### src/rtl/dbgp_pkg.sv
package dbgp_pkg;
  localparam int CMD_BITS  = 8;
  localparam int DATA_BITS = 24;
  localparam int ADDR_BITS = 6;
  localparam int STAT_BITS = 2;
  localparam int ACK_CYCLES = 4;
  localparam int SYNC_STAGES = 2;

  typedef enum logic [2:0] {
    ST_OFF,
    ST_HOLD,
    ST_CMD,
    ST_LOAD,
    ST_RDATA,
    ST_WDATA,
    ST_STORE
  } port_state_e;
endpackage

### src/rtl/dbgp_sync.sv
module dbgp_sync #(
  parameter int W      = 1,
  parameter int STAGES = 2
) (
  input  logic         clk,
  input  logic         rst_n,
  input  logic [W-1:0] async_i,
  output logic [W-1:0] sync_o
);
  logic [W-1:0] stage_q [STAGES];

  for (genvar g = 0; g < STAGES; g++) begin : g_stage
    logic [W-1:0] stage_d;
    if (g == 0) begin : g_first
      assign stage_d = async_i;
    end else begin : g_rest
      assign stage_d = stage_q[g-1];
    end
    always_ff @(posedge clk or negedge rst_n) begin
      if (!rst_n) stage_q[g] <= '0;
      else        stage_q[g] <= stage_d;
    end
  end

  assign sync_o = stage_q[STAGES-1];
endmodule

### src/rtl/dbgp_ack.sv
module dbgp_ack #(
  parameter int CYC = 4
) (
  input  logic clk,
  input  logic rst_n,
  input  logic start_i,
  output logic busy_o
);
  localparam int CW = $clog2(CYC + 1);

  logic [CW-1:0] cnt_q, cnt_d;

  always_comb begin
    if (start_i)            cnt_d = CW'(CYC);
    else if (cnt_q != '0)   cnt_d = cnt_q - 1'b1;
    else                    cnt_d = cnt_q;
  end

  always_ff @(posedge clk or negedge rst_n) begin
    if (!rst_n) cnt_q <= '0;
    else        cnt_q <= cnt_d;
  end

  assign busy_o = (cnt_q != '0);


  ack_start_chk: assert property (@(posedge clk) disable iff (!rst_n)
    start_i |=> busy_o);
endmodule

### src/rtl/dbgp_ctrl.sv
module dbgp_ctrl
  import dbgp_pkg::*;
#(
  parameter int CMD_W  = 8,
  parameter int DATA_W = 24,
  parameter int ADDR_W = 6
) (
  input  logic              clk,
  input  logic              rst_n,
  input  logic              mode_i,
  input  logic              sclk_i,
  input  logic              din_i,
  input  logic              req_i,
  input  logic              ack_busy_i,
  output logic              ack_start_o,
  output logic              tx_o,
  output logic [ADDR_W-1:0] reg_addr_o,
  output logic              reg_rd_o,
  output logic              reg_wr_o,
  output logic [DATA_W-1:0] reg_wdata_o,
  input  logic [DATA_W-1:0] reg_rdata_i
);
  localparam int CNT_W  = $clog2(DATA_W + 1);
  localparam int RD_BIT = CMD_W - 1;

  port_state_e       state_q, state_d;
  logic [DATA_W-1:0] sh_q, sh_d;
  logic [CNT_W-1:0]  cnt_q, cnt_d;
  logic [ADDR_W-1:0] addr_q, addr_d;
  logic              tx_q, tx_d;
  logic              mode_q, sclk_q, req_q;
  logic              mode_rise, sclk_rise, sclk_fall, req_rise;
  logic [DATA_W-1:0] sh_in;
  logic              edge_ok;

  assign mode_rise = mode_i & ~mode_q;
  assign sclk_rise = sclk_i & ~sclk_q;
  assign sclk_fall = ~sclk_i & sclk_q;
  assign req_rise  = req_i & ~req_q;
  assign sh_in     = {sh_q[DATA_W-2:0], din_i};
  assign edge_ok   = ~ack_busy_i;

  always_comb begin
    state_d     = state_q;
    sh_d        = sh_q;
    cnt_d       = cnt_q;
    addr_d      = addr_q;
    tx_d        = tx_q;
    ack_start_o = 1'b0;
    if (!mode_i) begin
      state_d = ST_OFF;
      tx_d    = 1'b1;
    end else if (mode_rise) begin
      state_d     = ST_HOLD;
      ack_start_o = 1'b1;
      tx_d        = 1'b1;
    end else if (req_rise && state_q != ST_OFF && state_q != ST_HOLD) begin
      state_d     = ST_HOLD;
      ack_start_o = 1'b1;
      tx_d        = 1'b1;
    end else begin
      unique case (state_q)
        ST_OFF: state_d = ST_OFF;
        ST_HOLD: begin
          if (edge_ok && !req_i) begin
            state_d = ST_CMD;
            cnt_d   = '0;
          end
        end
        ST_CMD: begin
          if (edge_ok && sclk_fall) begin
            sh_d  = sh_in;
            cnt_d = cnt_q + 1'b1;
            if (cnt_q == CNT_W'(CMD_W - 1)) begin
              addr_d = sh_in[ADDR_W-1:0];
              cnt_d  = '0;
              if (sh_in[RD_BIT]) begin
                state_d = ST_LOAD;
              end else begin
                state_d     = ST_WDATA;
                ack_start_o = 1'b1;
              end
            end
          end
        end
        ST_LOAD: begin
          sh_d        = reg_rdata_i;
          ack_start_o = 1'b1;
          cnt_d       = '0;
          tx_d        = 1'b1;
          state_d     = ST_RDATA;
        end
        ST_RDATA: begin
          if (edge_ok && sclk_rise) begin
            tx_d = sh_q[DATA_W-1];
            sh_d = {sh_q[DATA_W-2:0], 1'b0};
          end else if (edge_ok && sclk_fall) begin
            cnt_d = cnt_q + 1'b1;
            if (cnt_q == CNT_W'(DATA_W - 1)) begin
              cnt_d   = '0;
              tx_d    = 1'b1;
              state_d = ST_CMD;
            end
          end
        end
        ST_WDATA: begin
          if (edge_ok && sclk_fall) begin
            sh_d  = sh_in;
            cnt_d = cnt_q + 1'b1;
            if (cnt_q == CNT_W'(DATA_W - 1)) begin
              cnt_d   = '0;
              state_d = ST_STORE;
            end
          end
        end
        ST_STORE: begin
          ack_start_o = 1'b1;
          cnt_d       = '0;
          state_d     = ST_CMD;
        end
        default: state_d = ST_OFF;
      endcase
    end
  end

  always_ff @(posedge clk or negedge rst_n) begin
    if (!rst_n) begin
      state_q <= ST_OFF;
      sh_q    <= '0;
      cnt_q   <= '0;
      addr_q  <= '0;
      tx_q    <= 1'b1;
      mode_q  <= 1'b0;
      sclk_q  <= 1'b0;
      req_q   <= 1'b0;
    end else begin
      state_q <= state_d;
      sh_q    <= sh_d;
      cnt_q   <= cnt_d;
      addr_q  <= addr_d;
      tx_q    <= tx_d;
      mode_q  <= mode_i;
      sclk_q  <= sclk_i;
      req_q   <= req_i;
    end
  end

  assign tx_o        = tx_q;
  assign reg_addr_o  = addr_q;
  assign reg_rd_o    = (state_q == ST_LOAD);
  assign reg_wr_o    = (state_q == ST_STORE);
  assign reg_wdata_o = sh_q;


  wr_in_mode_chk: assert property (@(posedge clk) disable iff (!rst_n)
    reg_wr_o |-> mode_i);

  wr_ack_chk: assert property (@(posedge clk) disable iff (!rst_n)
    reg_wr_o |=> ack_busy_i);

  rd_ack_chk: assert property (@(posedge clk) disable iff (!rst_n)
    reg_rd_o |=> ack_busy_i);

  off_quiet_chk: assert property (@(posedge clk) disable iff (!rst_n)
    !mode_i |=> (!reg_wr_o && !reg_rd_o));

  strobe_excl_chk: assert property (@(posedge clk) disable iff (!rst_n)
    !(reg_rd_o && reg_wr_o));
endmodule

### src/rtl/dbg_serial_port.sv
module dbg_serial_port
  import dbgp_pkg::*;
#(
  parameter int CMD_W   = CMD_BITS,
  parameter int DATA_W  = DATA_BITS,
  parameter int ADDR_W  = ADDR_BITS,
  parameter int STAT_W  = STAT_BITS,
  parameter int ACK_CYC = ACK_CYCLES,
  parameter int SYNC_N  = SYNC_STAGES
) (
  input  logic              clk,
  input  logic              rst_n,
  input  logic              dbg_req_i,
  input  logic              ser_clk_i,
  input  logic              ser_din_i,
  output logic              ser_dout_o,
  output logic [STAT_W-1:0] stat_o,
  output logic              stat_oe_o,
  input  logic              core_dbg_mode_i,
  input  logic [STAT_W-1:0] core_status_i,
  output logic [ADDR_W-1:0] reg_addr_o,
  output logic              reg_rd_o,
  output logic              reg_wr_o,
  output logic [DATA_W-1:0] reg_wdata_o,
  input  logic [DATA_W-1:0] reg_rdata_i
);
  logic       rst_meta_q, rst_int_n;
  logic [2:0] pins_sync;
  logic       ack_start, ack_busy, tx_bit;

  always_ff @(posedge clk or negedge rst_n) begin
    if (!rst_n) begin
      rst_meta_q <= 1'b0;
      rst_int_n  <= 1'b0;
    end else begin
      rst_meta_q <= 1'b1;
      rst_int_n  <= rst_meta_q;
    end
  end

  dbgp_sync #(.W(3), .STAGES(SYNC_N)) u_sync (
    .clk     (clk),
    .rst_n   (rst_int_n),
    .async_i ({dbg_req_i, ser_clk_i, ser_din_i}),
    .sync_o  (pins_sync)
  );

  dbgp_ack #(.CYC(ACK_CYC)) u_ack (
    .clk     (clk),
    .rst_n   (rst_int_n),
    .start_i (ack_start),
    .busy_o  (ack_busy)
  );

  dbgp_ctrl #(.CMD_W(CMD_W), .DATA_W(DATA_W), .ADDR_W(ADDR_W)) u_ctrl (
    .clk         (clk),
    .rst_n       (rst_int_n),
    .mode_i      (core_dbg_mode_i),
    .sclk_i      (pins_sync[1]),
    .din_i       (pins_sync[0]),
    .req_i       (pins_sync[2]),
    .ack_busy_i  (ack_busy),
    .ack_start_o (ack_start),
    .tx_o        (tx_bit),
    .reg_addr_o  (reg_addr_o),
    .reg_rd_o    (reg_rd_o),
    .reg_wr_o    (reg_wr_o),
    .reg_wdata_o (reg_wdata_o),
    .reg_rdata_i (reg_rdata_i)
  );

  assign ser_dout_o = ack_busy ? 1'b0 : tx_bit;
  assign stat_oe_o  = ~core_dbg_mode_i;
  assign stat_o     = core_status_i;


  idle_high_chk: assert property (@(posedge clk) disable iff (!rst_int_n)
    (!core_dbg_mode_i && !ack_busy) |-> ser_dout_o);
endmodule

### config.mk
export PLATFORM = sky130hd
export DESIGN_NAME = dbg_serial_port
export DESIGN_NICKNAME = d
export VERILOG_FILES = /design/src/rtl/dbgp_pkg.sv /design/src/rtl/dbgp_sync.sv /design/src/rtl/dbgp_ack.sv /design/src/rtl/dbgp_ctrl.sv /design/src/rtl/dbg_serial_port.sv
export SDC_FILE = /design/constraint.sdc
export NUM_CORES = 1
export LEC_CHECK = 0
export BUFFER_PORTS_ARGS = -buffer_cell sky130_fd_sc_hd__buf_2
export CAP_MARGIN = 20
export CORE_AREA = 2 2 81 83
export DETAILED_ROUTE_END_ITERATION = 10
export DIE_AREA = 0 0 83 85
export PLACE_DENSITY = 0.65
export SYNTH_ARGS = -nofsm -noshare
export SYNTH_HDL_FRONTEND = slang
export SYNTH_SLANG_ARGS = --single-unit
### constraint.sdc
create_clock -name clk -period 2.1 [get_ports clk]
set_clock_uncertainty 0.05 [all_clocks]
set_input_delay 0.315 -clock clk [delete_from_list [all_inputs] [get_ports clk]]
set_output_delay 0.315 -clock clk [all_outputs]
set_load 0.02 [all_outputs]
Word-level counts from Yosys, hierarchy flattened --
Cells that the tools add are included.
Operators by class: add/sub/neg operators 2, $mul 0, divide/modulo/power cells 0, $lt $le $gt $ge 0, equality and inequality tests 25, shift-type cells 0, mux-type cells 40, bitwise operators 12, reductions and logical operators 18
Operators by type and width (count):
- $pmux 24 s3 | 1
- $mux 24 | 2
- $mux 3 | 14
- $ne 5x2->1 const B | 7
- $mux 5 | 6
- $pmux 5 s5 | 1
- $pmux 3 s6 | 1
- $mux 1 | 13
- $ne 6x2->1 const B | 2
- $reduce_and 6->1 | 2
- $eq 3x3->1 const B | 3
- $reduce_bool 3->1 | 3
- $ne 2x1->1 const B | 4
- $not 1->1 | 8
- $reduce_and 8->1 | 1
- $reduce_and 7->1 | 1
- $eq 3x2->1 const B | 2
- $add 5x1->5 const B | 1
- $eq 5x3->1 const B | 1
- $eq 5x5->1 const B | 1
- $logic_and 1x1->1 | 5
- $ne 5x1->1 const B | 1
- $ne 5x3->1 const B | 1
- $reduce_bool 5->1 | 1
- 10 further kinds | 15
Word-level totals: bits in registers 53, bits in latches 0, RAM bits 0, ROM bits 0, input port bits 32, output and inout bits 36, word-level logic and storage cells 110, memories kept 0

Logic depth before layout (Yosys ltp) --
depth in word-level cells 9, gate-level depth with buffers 8, gate-level depth less buffers 6

Modules after synthesis --
From an unflattened synthesis, not the netlist that was laid out.
Second synthesis, totals: cell total of the unflattened synthesis 251, area total of the unflattened synthesis 2620.0 um^2
Modules (own cells, without submodules):
- dbgp_ctrl | instances 1, cells an instance 222, area an instance 2205.9 um^2, sequential area each 1052.3 um^2
- dbgp_ack | instances 1, cells an instance 16, area an instance 177.7 um^2, sequential area each 75.1 um^2
- dbgp_sync | instances 1, cells an instance 6, area an instance 150.1 um^2, sequential area each 150.1 um^2
- dbg_serial_port | instances 1, cells an instance 7, area an instance 86.3 um^2, sequential area each 50.0 um^2

Least setup slack after synthesis --
Ideal clock, no wire load.
path type register -> register, start point register u_ack.cnt_q[0], end point register u_ctrl.sh_q[0], in the netlist u_ctrl.reg_wdata_o[0], library setup time 0.127 ns, arrival 1.901 ns, required time 1.923 ns, setup slack 0.022 ns, cell stages (with the launch flop) 8, buffers on the path 1, clock period less this slack 2.078 ns, cells stage by stage dfrtp_1 inv_1 ha_1 nor4bb_1 a22oi_1 a21oi_4 buf_6 mux2_1
Between the ends: word-level cells in the longest chain between the ends 5, elaborated cells between the ends (all ways) 7, classes of those cells 2 x eq/ne; 1 x bitwise; 4 x reduce/logical
RTL lines:
- from (decl) | RTL line dbgp_ack.sv:11 | logic [CW-1:0] cnt_q, cnt_d;
- from (signal assigned) | RTL line dbgp_ack.sv:21 | else cnt_q <= cnt_d;
- $reduce_bool 3->1 (*) | RTL line dbgp_ack.sv:24 | assign busy_o = (cnt_q != '0);
- $not 1->1 (*) | RTL line dbgp_ctrl.sv:41 | assign edge_ok = ~ack_busy_i;
- $logic_and 1x1->1, on equally long branches | RTL line dbgp_ctrl.sv:94, dbgp_ctrl.sv:71, dbgp_ctrl.sv:107
- $ne 2x1->1 (no line)
- $reduce_and 6->1 (no line) (*)
- to (signal assigned) | RTL line dbgp_ctrl.sv:129 | sh_q <= '0;
- to (signal assigned) | RTL line dbgp_ctrl.sv:138 | sh_q <= sh_d;
- to (decl) | RTL line dbgp_ctrl.sv:27 | logic [DATA_W-1:0] sh_q, sh_d;
Every way passes the cells marked *; elsewhere a longest branch is shown, timed or not. A chain may end at the register's enable or synchronous reset.

Worst setup path after layout --
start point register u_ack.cnt_q[0], end point register u_ctrl.addr_q[0], in the netlist u_ctrl.reg_addr_o[0]
Between the ends: word-level cells in the longest chain between the ends 4
RTL lines:
- $reduce_bool 3->1 | RTL line dbgp_ack.sv:24
- $not 1->1 | RTL line dbgp_ctrl.sv:41
- $logic_and 1x1->1 | RTL line dbgp_ctrl.sv:71 | if (edge_ok && sclk_fall) begin
- $reduce_and 6->1 (no line)
- to (signal assigned) | RTL line dbgp_ctrl.sv:140 | addr_q <= addr_d;
- to (decl) | RTL line dbgp_ctrl.sv:29 | logic [ADDR_W-1:0] addr_q, addr_d;
No other way between the ends.

==> metrics.yaml <==
outcome:
  outcome: "finished, final reports clean"
pwr:
  leakagePower_nw: 1.78
  switching_share_pct: 29.4
  pwr-share-comb_pct: 23.4
  power_density_nw_per_um2: 677
  clkPwrFrac_pct: 25.2
  power.switching_uw: 679
  internal_power_mw: 1.63
  sequentialPowerShare_pct: 51.5
  ir_drop_uv: 435
logic_synthesis:
  async_flop_share_pct: 100
  syn-num-nets: 255
  synth_flop_cell: "dfrtp_1"
  synth_adder_area_share_pct: 1.38
  synth-compound-area-share_pct: 10.4
  yosys_warnings: 0
  synthSimpleGateAreaFrac_pct: 12.0
  synth-seq-cells: 53
  synth-xor-area-share_pct: 0
  synth_mux_area_share_pct: 23.5
  synth_area_um2: 2720
  ys_types: 56
  syn_inst: 220
  ys_seq_area_share_pct: 48.8
  synth_edf_count: 0
  synth.avg_cell_area_um2: 12.4
  synth_top_family_by_area: "multiplexers"
cells_and_area:
  finish.utilization_pct: 54.9
  layout-drive-gt1-share_pct: 44.1
  final_cell_mix: "63 x buf_2, 50 x dfrtp_1, 31 x mux2_1"
  area_growth_pct: 25.4
  fin_nets: 338
  final_common_cell: "buf_2"
  fill_cells: 547
  fin_area_um2: 3410
  diodes: 0
sta:
  finalHoldViolCount: 0
  setup-violations-final: 0
  whs_ns: 0.0620
  max-slew-margin-rel_pct: 56.5
  tns_ns: 0
  fin_crit_ns: 2.04
  finalCritPeriodShare_pct: 97.4
  rsz0062_at_grt: "true"
  tightestPinTransition_ns: 0.652
  fmax_ghz: 0.489
  slew_violations: 0
worst_setup_path:
  arrival_ns: 2.18
  worstSetupPathType: "reg -> reg"
  worstSetupStartpointType: "flop"
  worstSetupEndpointType: "flop"
  critPathMaxFanout: 6
  required_ns: 2.24
  rrSetupSlack_ns: 0.06
  worstReg2RegEnd: "u_ctrl.reg_addr_o[0]"
  reg2reg_depth: 7
  reg2reg_from: "u_ack.cnt_q[0]"
cts:
  cts_made_buffers: 5
  cts.clk_slew.worst_paths_ns: 0.09
  tritoncts: "done"
  cts_sinks: 53
  cts_buffer_depth: 2
  postCtsSetupBuffers: 0
  h-tree-depth: 2
  clock_latency_ns: 0.31
  cts_root_buf: "clkbuf_8"
detailed_routing:
  firstDrtPassIters: 6
  vias: 1992
  wl_per_cell_um: 14.4
  vias_per_cell: 5.23
  routed_wirelength_um: 5490
  drtAntennaViolNets: 0
  drtIter0Drc: 87
  route.detailed.drc: 0
global_route:
  grt_max_degree: 52
  grt.overflow.total: 0
  grt_use_total_pct: 16.2
  grt_pass1_vias: 1938
  grt_pass1_wl_um: 9290
  antenna_found_initial: 0
placement:
  placed_area_um2: 3260
  placement.io_buffers: 63
  dp_hpwl_um: 4030
  gp_congestion: 0.787
floorplan:
  die_h_um: 85
  num_rows: 29
  fp.dieW_um: 83
  io_pins: 68
  die_area_um2: 7060
  core_um2: 6200
  start_util_pct: 43.8
flow_run:
  maxCapViolations: 0
min_path:
  min_path_type: "in -> reg"
  min_delay_worst_endpoint: "u_sync.g_stage[1].stage_d[1]"
  hp-start: "ser_clk_i"
  hold_path_depth: 1
## final cells by class
| type | count | area (µm²) | area share (%) |
|---|---|---|---|
| Multi-Input combinational cell | 147 | 1330 | 39.1 |
| Timing Repair Buffer | 88 | 531 | 15.6 |
| Clock inverter | 3 | 21.3 | 0.624 |
| Sequential cell | 53 | 1330 | 39.0 |
| Inverter | 8 | 30.0 | 0.881 |
| Clock buffer | 5 | 68.8 | 2.02 |
| Tap cell | 77 | 96.3 | 2.83 |
## state kept, by name, summed over array words and instances (netlist names)
signal                  flops
rst_meta_q                  1
u_ctrl.state_q              3
rst_int_n                   1
u_ctrl.sclk_q               1
u_ack.cnt_q                 3
u_ctrl.mode_q               1
u_ctrl.reg_addr_o           6
u_ctrl.req_q                1
u_ctrl.reg_wdata_o         24
u_ctrl.tx_o                 1
u_sync.sync_o               3
u_sync.g_stage.stage_d      3
u_ctrl.cnt_q                5
## power by group through the flow
stage	registers, mW	clock network, mW	logic (mW)
after floorplan	1.24	0	0.270
after global routing	1.20	0.646	0.596
after detailed placement	1.20	0	0.512
after global placement	1.20	0	0.505
after CTS	1.19	0.607	0.534
final	1.19	0.581	0.540
## stage by stage
step                      cells  setup slack (ns)  power [mW]
after floorplan             220            0.0215        1.51
after global placement      372           -0.0629        1.71
after detailed placement    372            -0.117        1.72
after CTS                   381            0.0479        2.33
after global routing        381           -0.0554        2.44
final                       381            0.0554        2.31
## synth_stat cells, types with 2 or more instances
cell type	n	area share, %
dfrtp_1	52	48
mux2_1	31	13
mux2_2	23	9.5
inv_1	8	1.1
nor2_1	8	1.1
a21oi_1	7	1.3
nand2_1	6	0.83
buf_2	5	0.92
nand2b_1	4	0.92
o21ai_0	4	0.74
clkbuf_1	3	0.41
ha_1	3	1.4
mux2i_1	3	1.1
nor2b_1	3	0.69
nor4bb_1	3	1.1
a211o_1	2	0.64
a211oi_1	2	0.55
a21o_1	2	0.55
a21oi_2	2	0.64
a221oi_1	2	0.64
a31oi_1	2	0.46
and2_1	2	0.46
and3_1	2	0.46
buf_4	2	0.55
buf_6	2	0.83
nand3_1	2	0.37
nand4bb_1	2	0.83
nor3b_1	2	0.55
o21ai_1	2	0.37
o2bb2ai_1	2	0.64
or3b_1	2	0.64
## routing by layer
layer / track usage [%] / share of wire [%]
met1: 21.9 / 47
met2: 25.4 / 46
met3: 4.86 / 5.5
met4: 4.92 / 1.1
met5: 0 / 0
## critical path: stages, from the launching register on
cell	delay (ns)
dfrtp_1	0.38
inv_1	0.07
ha_1	0.18
buf_4	0.14
nand4bb_1	0.16
or3_4	0.45
nor2_8	0.16
mux2_1	0.34
## logic make-up (layout without fill, tap and decap cells)
family          after synthesis  count (layout)
flops                        53              53
buf+inv                      20             104
simple gates                 48              48
other cells                   1               1
mux                          57              57
compound gates               38              38
fa+ha+maj                     3               3
## how the worst max path moves through the flow
stage,start,endpoint,slack (ns),depth (start not counted)
CTS,u_ack.cnt_q[0],u_ctrl.reg_addr_o[0],0.05,7
floorplan,u_ack.cnt_q[0],u_ctrl.reg_wdata_o[0],0.02,7
global placement,u_ack.cnt_q[0],u_ctrl.reg_wdata_o[8],-0.06,8
detailed placement,u_ack.cnt_q[0],u_ctrl.reg_wdata_o[14],-0.12,8
finish,u_ack.cnt_q[0],u_ctrl.reg_addr_o[0],0.06,7
global route,u_ack.cnt_q[1],u_ctrl.reg_wdata_o[0],-0.06,8
## repair_timing
| action | 4_1_cts | 5_1_grt |
|---|---|---|
| pin swaps | 0 | 1 |
| gates resized for setup | 3 | 5 |
| hold endpoints to repair | 2 | 0 |
| setup endpoints to repair | 24 | 31 |
| cloned | 0 | 0 |
| hold buffers | 1 | 0 |
Note: power is estimated with default switching activity, not from simulation.
